[config.mk]
export PLATFORM = sky130hd
export DESIGN_NAME = ata_sector_reader
export DESIGN_NICKNAME = d
export VERILOG_FILES = /design/src/rtl/ata_seq_pkg.sv /design/src/rtl/ata_seq_dp.sv /design/src/rtl/ata_seq_ctrl.sv /design/src/rtl/ata_sector_reader.sv
export SDC_FILE = /design/constraint.sdc
export NUM_CORES = 1
export LEC_CHECK = 0
export ABC_AREA = 1
export BUFFER_PORTS_ARGS = -buffer_cell sky130_fd_sc_hd__buf_2
export CAP_MARGIN = 20
export CORE_ASPECT_RATIO = 1.4
export CORE_MARGIN = 5
export CORE_UTILIZATION = 54
export DETAILED_ROUTE_END_ITERATION = 8
export PLACE_DENSITY = 0.8
export SYNTH_ARGS = -nofsm -noshare
export SYNTH_HDL_FRONTEND = slang
export SYNTH_HIERARCHICAL = 1
export SYNTH_SLANG_ARGS = --single-unit
[constraint.sdc]
create_clock -name clk -period 1.7 [get_ports clk]
set_input_delay 0.085 -clock clk [delete_from_list [all_inputs] [get_ports clk]]
set_output_delay 0.085 -clock clk [all_outputs]
set_load 0.005 [all_outputs]
[src/rtl/ata_seq_pkg.sv]
package ata_seq_pkg;
  localparam int LBA_W  = 28;
  localparam int WORD_W = 16;
  localparam int ADDR_W = 4;
  localparam int SETUP_STEPS = 7;
  localparam int IDX_W  = $clog2(SETUP_STEPS);

  localparam logic [ADDR_W-1:0] REG_DATA   = 4'h0;
  localparam logic [ADDR_W-1:0] REG_FEAT   = 4'h1;
  localparam logic [ADDR_W-1:0] REG_SCNT   = 4'h2;
  localparam logic [ADDR_W-1:0] REG_LBA0   = 4'h3;
  localparam logic [ADDR_W-1:0] REG_LBA1   = 4'h4;
  localparam logic [ADDR_W-1:0] REG_LBA2   = 4'h5;
  localparam logic [ADDR_W-1:0] REG_DRVH   = 4'h6;
  localparam logic [ADDR_W-1:0] REG_CMDST  = 4'h7;
  localparam logic [ADDR_W-1:0] REG_DEVCTL = 4'hE;

  localparam logic [7:0] OP_READ_ONE = 8'h20;
  localparam logic [7:0] CTL_SRST    = 8'h04;
  localparam logic [7:0] DRVH_BASE   = 8'hE0;
  localparam logic [7:0] XFER_MASK   = 8'hC9;
  localparam logic [7:0] XFER_MATCH  = 8'h48;
  localparam logic [7:0] CMD_MASK    = 8'hC1;
  localparam logic [7:0] CMD_MATCH   = 8'h40;

  typedef enum logic [3:0] {
    S_IDLE, S_PRE_POLL, S_PRE_EVAL, S_DRAIN, S_SETUP, S_POST_POLL,
    S_POST_EVAL, S_WORD, S_RESP, S_RST_ON, S_RST_WAIT, S_RST_OFF
  } seqState_t;

  typedef struct packed {
    logic lbaLoad;
    logic statusLatch;
    logic statusClr;
    logic sectorLoad;
    logic countDec;
    logic wordCapture;
    logic delayStart;
  } dpStrobe_t;

  typedef struct packed {
    logic avail;
    logic xferOk;
    logic cmdOk;
    logic err;
    logic delayDone;
  } dpFlags_t;
endpackage

[src/rtl/ata_seq_dp.sv]
module ata_seq_dp
  import ata_seq_pkg::*;
#(
  parameter int WORDS    = 256,
  parameter int RST_HOLD = 6120
) (
  input  logic              clk,
  input  logic              rstN,
  input  dpStrobe_t         stb,
  input  logic [LBA_W-1:0]  lbaIn,
  input  logic [WORD_W-1:0] rdData,
  input  logic [IDX_W-1:0]  setupIdx,
  output dpFlags_t          flags,
  output logic [ADDR_W-1:0] setupAddr,
  output logic [7:0]        setupByte,
  output logic [WORD_W-1:0] wordOut
);
  localparam int CNT_W = $clog2(WORDS + 1);
  localparam int DLY_W = $clog2(RST_HOLD + 1);

  logic [LBA_W-1:0] lbaReg;
  logic [CNT_W-1:0] wordCnt;
  logic [DLY_W-1:0] dlyCnt;
  logic avail, xferOk, cmdOk, errFlag;
  logic [7:0] sts;

  assign sts = rdData[7:0];

  always_ff @(posedge clk) begin
    if (!rstN) begin
      lbaReg  <= '0;
      wordOut <= '0;
      wordCnt <= '0;
      dlyCnt  <= '0;
      avail   <= 1'b0;
      xferOk  <= 1'b0;
      cmdOk   <= 1'b0;
      errFlag <= 1'b0;
    end else begin
      if (stb.lbaLoad) begin
        lbaReg <= lbaIn;
        avail  <= 1'b0;
      end
      if (stb.wordCapture) wordOut <= rdData;
      if (stb.statusClr) begin
        avail <= 1'b0; xferOk <= 1'b0; cmdOk <= 1'b0; errFlag <= 1'b0;
      end else if (stb.statusLatch) begin
        if (sts[0]) begin
          errFlag <= 1'b1; avail <= 1'b0; xferOk <= 1'b0; cmdOk <= 1'b0;
        end else begin
          xferOk <= ((sts & XFER_MASK) == XFER_MATCH);
          cmdOk  <= ((sts & CMD_MASK) == CMD_MATCH);
        end
      end
      if (stb.sectorLoad) begin
        avail   <= 1'b1;
        wordCnt <= CNT_W'(WORDS);
      end else if (stb.countDec) begin
        wordCnt <= wordCnt - 1'b1;
        if (wordCnt == CNT_W'(1)) avail <= 1'b0;
      end
      if (stb.delayStart)  dlyCnt <= DLY_W'(RST_HOLD);
      else if (dlyCnt != '0) dlyCnt <= dlyCnt - 1'b1;
    end
  end

  assign flags = '{avail: avail, xferOk: xferOk, cmdOk: cmdOk,
                   err: errFlag, delayDone: (dlyCnt == '0)};

  always_comb begin
    setupAddr = REG_CMDST;
    setupByte = OP_READ_ONE;
    case (setupIdx)
      IDX_W'(0): begin setupAddr = REG_FEAT; setupByte = 8'h00;          end
      IDX_W'(1): begin setupAddr = REG_SCNT; setupByte = 8'h01;          end
      IDX_W'(2): begin setupAddr = REG_LBA0; setupByte = lbaReg[7:0];    end
      IDX_W'(3): begin setupAddr = REG_LBA1; setupByte = lbaReg[15:8];   end
      IDX_W'(4): begin setupAddr = REG_LBA2; setupByte = lbaReg[23:16];  end
      IDX_W'(5): begin setupAddr = REG_DRVH; setupByte = DRVH_BASE | {4'h0, lbaReg[27:24]}; end
      default:   begin setupAddr = REG_CMDST; setupByte = OP_READ_ONE;   end
    endcase
  end

  // a word is never consumed from an empty sector count
  p_dec_nonzero_r5: assert property (@(posedge clk) disable iff (!rstN)
    stb.countDec |-> (wordCnt != '0));
  // a sector opens with the full word budget
  p_open_full_r5: assert property (@(posedge clk) disable iff (!rstN)
    $rose(avail) |-> (wordCnt == CNT_W'(WORDS)));
  // an error leaves only the error flag set
  p_err_alone_r7: assert property (@(posedge clk) disable iff (!rstN)
    errFlag |-> (!avail && !xferOk && !cmdOk));
endmodule

[src/rtl/ata_seq_ctrl.sv]
module ata_seq_ctrl
  import ata_seq_pkg::*;
(
  input  logic              clk,
  input  logic              rstN,
  input  logic              lbaLoad,
  input  logic              wordReq,
  input  logic              regDone,
  input  dpFlags_t          flags,
  input  logic [ADDR_W-1:0] setupAddr,
  input  logic [7:0]        setupByte,
  output logic              regReq,
  output logic              regWrite,
  output logic [ADDR_W-1:0] regAddr,
  output logic [WORD_W-1:0] regWdata,
  output logic              wordValid,
  output logic              devError,
  output dpStrobe_t         stb,
  output logic [IDX_W-1:0]  setupIdx
);
  seqState_t state, nextState;
  logic [IDX_W-1:0] nextIdx;

  always_ff @(posedge clk) begin
    if (!rstN) begin
      state    <= S_IDLE;
      setupIdx <= '0;
    end else begin
      state    <= nextState;
      setupIdx <= nextIdx;
    end
  end

  always_comb begin
    nextState = state;
    nextIdx   = setupIdx;
    stb       = '0;
    regReq    = 1'b0;
    regWrite  = 1'b0;
    regAddr   = REG_DATA;
    regWdata  = '0;
    wordValid = 1'b0;
    devError  = 1'b0;
    case (state)
      S_IDLE: begin
        if (lbaLoad) stb.lbaLoad = 1'b1;
        else if (wordReq) nextState = flags.avail ? S_WORD : S_PRE_POLL;
      end
      S_PRE_POLL, S_POST_POLL: begin
        regReq = 1'b1; regAddr = REG_CMDST;
        if (regDone) begin
          stb.statusLatch = 1'b1;
          nextState = (state == S_PRE_POLL) ? S_PRE_EVAL : S_POST_EVAL;
        end
      end
      S_PRE_EVAL: begin
        if (flags.err)         nextState = S_RST_ON;
        else if (flags.xferOk) nextState = S_DRAIN;
        else if (flags.cmdOk) begin nextIdx = '0; nextState = S_SETUP; end
        else                   nextState = S_PRE_POLL;
      end
      S_DRAIN: begin
        regReq = 1'b1; regAddr = REG_DATA;
        if (regDone) nextState = S_PRE_POLL;
      end
      S_SETUP: begin
        regReq = 1'b1; regWrite = 1'b1; regAddr = setupAddr;
        regWdata = {8'h00, setupByte};
        if (regDone) begin
          if (setupIdx == IDX_W'(SETUP_STEPS - 1)) begin
            nextIdx = '0; nextState = S_POST_POLL;
          end else nextIdx = setupIdx + 1'b1;
        end
      end
      S_POST_EVAL: begin
        if (flags.err) nextState = S_RST_ON;
        else if (flags.xferOk) begin stb.sectorLoad = 1'b1; nextState = S_WORD; end
        else nextState = S_POST_POLL;
      end
      S_WORD: begin
        regReq = 1'b1; regAddr = REG_DATA;
        if (regDone) begin
          stb.wordCapture = 1'b1; stb.countDec = 1'b1; nextState = S_RESP;
        end
      end
      S_RESP: begin
        wordValid = 1'b1; nextState = S_IDLE;
      end
      S_RST_ON: begin
        devError = 1'b1; regReq = 1'b1; regWrite = 1'b1;
        regAddr = REG_DEVCTL; regWdata = {8'h00, CTL_SRST};
        if (regDone) begin stb.delayStart = 1'b1; nextState = S_RST_WAIT; end
      end
      S_RST_WAIT: begin
        devError = 1'b1;
        if (flags.delayDone) nextState = S_RST_OFF;
      end
      S_RST_OFF: begin
        devError = 1'b1; regReq = 1'b1; regWrite = 1'b1; regAddr = REG_DEVCTL;
        if (regDone) begin stb.statusClr = 1'b1; nextState = S_PRE_POLL; end
      end
      default: nextState = S_IDLE;
    endcase
  end

  // a pending register cycle is held frozen until completion
  p_req_hold_r10: assert property (@(posedge clk) disable iff (!rstN)
    (regReq && !regDone) |=> (regReq && $stable(regAddr) && $stable(regWrite) && $stable(regWdata)));
  // the word strobe lasts one cycle
  p_valid_pulse_r10: assert property (@(posedge clk) disable iff (!rstN)
    wordValid |=> !wordValid);
  // soft-reset traffic only goes to device control
  p_rst_target_r7: assert property (@(posedge clk) disable iff (!rstN)
    (devError && regReq) |-> (regWrite && regAddr == REG_DEVCTL));
  // any write to the command register is the read-sector opcode
  p_cmd_code_r2: assert property (@(posedge clk) disable iff (!rstN)
    (regReq && regWrite && regAddr == REG_CMDST) |-> (regWdata == {8'h00, OP_READ_ONE}));
endmodule

[src/rtl/ata_sector_reader.sv]
module ata_sector_reader
  import ata_seq_pkg::*;
#(
  parameter int WORDS    = 256,
  parameter int RST_HOLD = 6120
) (
  input  logic        clk,
  input  logic        rstN,
  input  logic        lbaLoad,
  input  logic [27:0] lbaIn,
  input  logic        wordReq,
  output logic        wordValid,
  output logic [15:0] wordData,
  output logic        devError,
  output logic        regReq,
  output logic        regWrite,
  output logic [3:0]  regAddr,
  output logic [15:0] regWdata,
  input  logic        regDone,
  input  logic [15:0] regRdata
);
  dpStrobe_t        stb;
  dpFlags_t         flags;
  logic [IDX_W-1:0] setupIdx;
  logic [ADDR_W-1:0] setupAddr;
  logic [7:0]       setupByte;

  ata_seq_ctrl u_ctrl (
    .clk(clk), .rstN(rstN), .lbaLoad(lbaLoad), .wordReq(wordReq),
    .regDone(regDone), .flags(flags), .setupAddr(setupAddr), .setupByte(setupByte),
    .regReq(regReq), .regWrite(regWrite), .regAddr(regAddr), .regWdata(regWdata),
    .wordValid(wordValid), .devError(devError), .stb(stb), .setupIdx(setupIdx)
  );

  ata_seq_dp #(.WORDS(WORDS), .RST_HOLD(RST_HOLD)) u_dp (
    .clk(clk), .rstN(rstN), .stb(stb), .lbaIn(lbaIn), .rdData(regRdata),
    .setupIdx(setupIdx), .flags(flags), .setupAddr(setupAddr),
    .setupByte(setupByte), .wordOut(wordData)
  );
endmodule

* Word level (Yosys, flattened, before mapping)
Cells that the tools add are included.
Storage, ports and cells: word-level logic and storage cells 122, bits in read-only memories 0, bits in writable memories 0, bits in latches 0, output and inout bits 40, memories kept 0, input bits 49, flip-flop bits (word level) 77
Operators by class: multiplexer cells 55, eq/ne operators 32, div/mod/pow operators 0, reduce and logical (&&, ||, !) cells 19, shift operators 0, bitwise logic cells 1, magnitude comparators 0, multiply operators 0, add/subtract/negate cells 3
Operator list (count):
- $mux 4 | 12
- $pmux 8 s6 | 1
- $pmux 4 s9 | 1
- $mux 13 | 2
- $mux 3 | 8
- $mux 1 | 22
- $eq 4x3->1 const B | 5
- $mux 9 | 2
- $ne 2x2->1 const B | 9
- $pmux 3 s6 | 1
- $eq 4x4->1 const B | 4
- $pmux 8 s2 | 1
- $logic_not 13->1 | 1
- $reduce_bool 13->1 | 1
- $sub 13x1->13 const B | 1
- $pmux 4 s3 | 1
- $reduce_or 2->1 | 6
- $eq 3x2->1 const B | 3
- $eq 3x3->1 const B | 3
- $eq 9x1->1 const B | 1
- $reduce_and 9->1 | 1
- $sub 9x1->9 const B | 1
- $eq 4x2->1 const B | 2
- $reduce_or 7->1 | 1
- other kinds (13) | 20

* Logic depth before layout (Yosys ltp)
word-level depth 9, mapped depth 11, mapped depth without buffers 11

* Cells and area by module
The synthesis kept the hierarchy.
By module, submodules not included:
- ata_seq_dp | cells an instance 442, area an instance 3229.3 um2, instances 1, seq. area each 1401.3 um2
- ata_seq_ctrl | cells an instance 152, area an instance 797.0 um2, instances 1, seq. area each 140.1 um2

* Worst setup path before layout
Ideal clock, no wire load.
kind reg2reg, from register u_ctrl.state[0], to register u_dp.wordCnt[7], slack 0.170 ns, path buffers 1, arrival time 1.417 ns, library setup time 0.113 ns, cell stages (with the launch flop) 11, clock period less this slack 1.530 ns, data required time 1.587 ns, path through dfxtp_1 nand2_1 nor3_1 buf_4 inv_2 nor2_4 nand3b_4 nor3_2 nand2_1 nand2_1 nor2_1
RTL lines:
- from (decl) | line ata_seq_ctrl.sv:21 | seqState_t state, nextState;
- from (signal assigned) | line ata_seq_ctrl.sv:29 | state <= nextState;
- to (signal assigned) | line ata_seq_dp.sv:57 | wordCnt <= CNT_W'(WORDS);
- to (signal assigned) | line ata_seq_dp.sv:59 | wordCnt <= wordCnt - 1'b1;
- to (decl) | line ata_seq_dp.sv:22 | logic [CNT_W-1:0] wordCnt;

* Final worst setup path
from register u_ctrl.state[1], to output regWdata[0]
Between the ends: word-level cells in the longest chain between the ends 2, elaborated cells on any way between the ends 3, those cells by class eq/ne: 2; mux: 1
Ends and longest elaborated chain:
- $eq 4x4->1 or $eq 4x3->1 (tied branches) | line ata_seq_ctrl.sv:44 | case (state)
- $pmux 8 s2 * | line ata_seq_ctrl.sv:44
- to (decl) | line ata_sector_reader.sv:18 | output logic [15:0] regWdata,
Mark *: on every way between the ends. The rest lies on a longest branch, timed or not.

==> impl_metrics.json <==
{
  "power_density_nw_per_um2": 1070,
  "finalSetupViolations": 0,
  "yosys.cell_types.count": 39,
  "detailedPlacementHpwl_mm": 7.85,
  "clk_pin_slew_ns": 0.08,
  "yosys.cell_count.top_type": "nor2_1",
  "drc": 0,
  "cp-end-kind": "primary output",
  "synthesis.instances": 594,
  "run_status": "finished, final reports clean",
  "number_of_global_route_vias_before_repair": 4236,
  "yosys-top-cells-count": "133 x nor2_1, 107 x nand2_1, 77 x dfxtp_1",
  "floorplan.die.width_um": 83.0,
  "routed_wire_length_per_instance_um": 14.7,
  "global_route.usage.met3": 0.0551,
  "area.growth.synth_to_final_pct": 32.2,
  "rsz0062_at_grt": "yes",
  "portion_of_the_post_synthesis_area_used_by_sequential_elements": 0.383,
  "finalHoldWorstSlack_ns": 0.0305,
  "routed_wirelength_mm": 12.2,
  "first_pass_detailed_route_iteration_total": 5,
  "groute.layer.met2.usage": 0.464,
  "power_frac_comb": 0.360,
  "diodes": 0,
  "groute.layer.met1.usage": 0.247,
  "viasPerCell": 5.24,
  "initial_core_utilization": 0.550,
  "num_vias": 4354,
  "number_of_rows_created_at_floorplan": 37,
  "grt_max_degree": 48,
  "grt.overflow.total": 0,
  "timing.final.max_slew_violations": 0,
  "die_area_um2": 9310,
  "maximum_clock_skew_at_final_layout_ns": 0.00834,
  "die_y_um": 112,
  "antenna_left": 0,
  "setup.worst_path.start_class": "flip-flop",
  "tritoncts_buffers": 9,
  "vdd_drop_max_v": 0.000727,
  "clk_root_buffer_cell": "clkbuf_8",
  "total_power_mw": 5.68,
  "rrSetupSlack_ns": 0.06,
  "hold_path.startpoint": "regRdata[7]",
  "clock_power_share": 0.247,
  "finalHoldViolations": 0,
  "cp_data_arrival_time_ns": 1.56,
  "grt_antenna_before_repair": 0,
  "number_of_storage_elements_in_the_synthesis_netlist": 77,
  "synthesis.area_um2": 4030,
  "synth-warning-count": 6,
  "post-route-min-period_ns": 1.65,
  "fin_crit_sh": 0.970,
  "post_route_standard_cell_area_excluding_fillers_um2": 5320,
  "synth-edff-count": 0,
  "power.sequential.fraction": 0.393,
  "drt_first_iter_violations": 234,
  "grt_pass1_wl_mm": 19.0,
  "cts_max_path_buffers": 2,
  "synth.largest_area_cell": "dfxtp_1",
  "ctsHtreeMaxLevel": 3,
  "post_route_cells_drive_above_1_share": 0.266,
  "ys.flop_type": "dfxtp_1",
  "cts_num_sinks": 77,
  "drv.max_cap_violation_count": 0,
  "maxClockFrequency_mhz": 606,
  "clock_latency_ns": 0.35,
  "synth_top_cell_area_share": 0.383,
  "r2r-start": "u_ctrl/state[1]",
  "syn_avg_cell_area_um2": 6.78,
  "clock_tree_from_tritoncts": "yes",
  "worst_setup_path_startpoint": "u_ctrl/state[1]",
  "swShare": 0.383,
  "placed_area_um2": 4500,
  "worstPathMaxFanout": 7,
  "busiest_layer": "met2",
  "port_buffers": 80,
  "synth_async_sr_flop_share": 0,
  "io_pins": 89,
  "worstPathRequired_ns": 1.62,
  "gpl.final_weighted_congestion": 0.901,
  "nNetsFinal": 782,
  "net-switching-power_mw": 2.18,
  "grt.total_usage": 0.247,
  "synthTopCellsByArea": "dfxtp_1 38%, nor2_1 12%, nand2_1 10%, o21ai_0 5.2%, inv_1 5.0%",
  "timing_worst_setup_path_type": "flip-flop to primary output",
  "standard_cell_core_area_um2": 7310,
  "pint_mw": 3.51,
  "power.static_leakage_nw": 2.53,
  "worst_hold_path_type": "input port to flip-flop"
}
## stage by stage
stage | setup TNS (ns) | worst slack, ns | instances | utilization
final | 0 | 0.0508 | 831 | 0.728
after global placement | 0 | 0.104 | 761 | 0.615
after CTS | -0.00615 | -0.00615 | 821 | 0.704
after floorplan | 0 | 0.170 | 601 | -
after global routing | -0.234 | -0.0481 | 831 | 0.728
after detailed placement | 0 | 0.00668 | 761 | 0.615
## placed cells by master, fill, tap and decap left out, types with 3 or more instances in the layout
| cell type | n |
|---|---|
| nand2_2 | 12 |
| a21oi_1 | 26 |
| clkinvlp_4 | 3 |
| nand2_1 | 102 |
| nand3_2 | 3 |
| nand4_1 | 6 |
| dfxtp_4 | 3 |
| dfxtp_1 | 72 |
| nor2_1 | 131 |
| inv_1 | 47 |
| o21ai_1 | 12 |
| ha_1 | 3 |
| a21oi_2 | 5 |
| xnor2_1 | 3 |
| buf_4 | 18 |
| buf_2 | 81 |
| o21bai_1 | 3 |
| o21ai_0 | 42 |
| conb_1 | 9 |
| nor2_4 | 16 |
| dlygate4sd3_1 | 44 |
| clkbuf_8 | 9 |
| nand3_1 | 28 |
| nor2_2 | 10 |
| inv_2 | 11 |
| nor3_1 | 4 |
## final timing paths
path / endpoint / cells past startpoint
min reg2reg: u_dp/dlyCnt[0] / 1
min: u_dp/wordOut[7] / 3
max: regWdata[0] / 6
max reg2reg: u_dp/wordOut[5] / 6
## logic make-up after synthesis
group | Yosys count | synth area share
other | 2 | 0.00187
buffers and inverters | 90 | 0.103
AO/OA/AOI/OAI | 90 | 0.118
AND/OR/NAND/NOR | 327 | 0.373
adder cells (fa/ha/maj) | 4 | 0.0124
flip-flops | 77 | 0.383
XOR/XNOR | 4 | 0.00870
## routing by layer
metal,routed length (µm),share of wire
met2,6540,0.54
met4,693,0.057
met5,0,0
met3,684,0.056
met1,4300,0.35
## power by group through the flow
stage	clock [mW]	combinational, mW	sequential, mW
after floorplan	0	1.51	2.22
after global placement	0	1.78	2.26
after detailed placement	0	1.86	2.27
after CTS	1.42	1.95	2.23
after global routing	1.49	2.29	2.26
final	1.41	2.04	2.23
## state kept, by name, summed over array words and instances (netlist names)
register / cells
u_dp/cmdOk: 1
u_dp/wordCnt: 9
u_dp/xferOk: 1
u_ctrl/state: 4
u_dp/wordOut: 16
u_dp/avail: 1
u_dp/errFlag: 1
u_dp/lbaReg: 28
u_dp/dlyCnt: 13
u_ctrl/setupIdx: 3
## cell type report
cell class / instances / area (µm²)
Timing Repair inverter: 1 / 7.51
Clock buffer: 9 / 124
Clock inverter: 7 / 73.8
Sequential cell: 77 / 1560
Fill cell: 576 / 1990
Timing Repair Buffer: 146 / 1020
Inverter: 60 / 231
Tap cell: 97 / 121
Multi-Input combinational cell: 434 / 2190
## timing repair
action,in CTS,in global routing
hold buffers,44,0
endpoints found under the setup margin,13,29
gates cloned,0,2
buffers inserted,0,8
pin swaps,2,12
hold endpoints to repair,45,0
resized for setup,9,31
## worst max-delay path: stages (launching register included)
cell     delay (ns)
dfxtp_1        0.35
buf_4          0.17
nor2_4         0.18
nand2_4        0.09
buf_4          0.17
nor2_1         0.11
buf_2          0.13
Power figures use the tool's default switching activity.
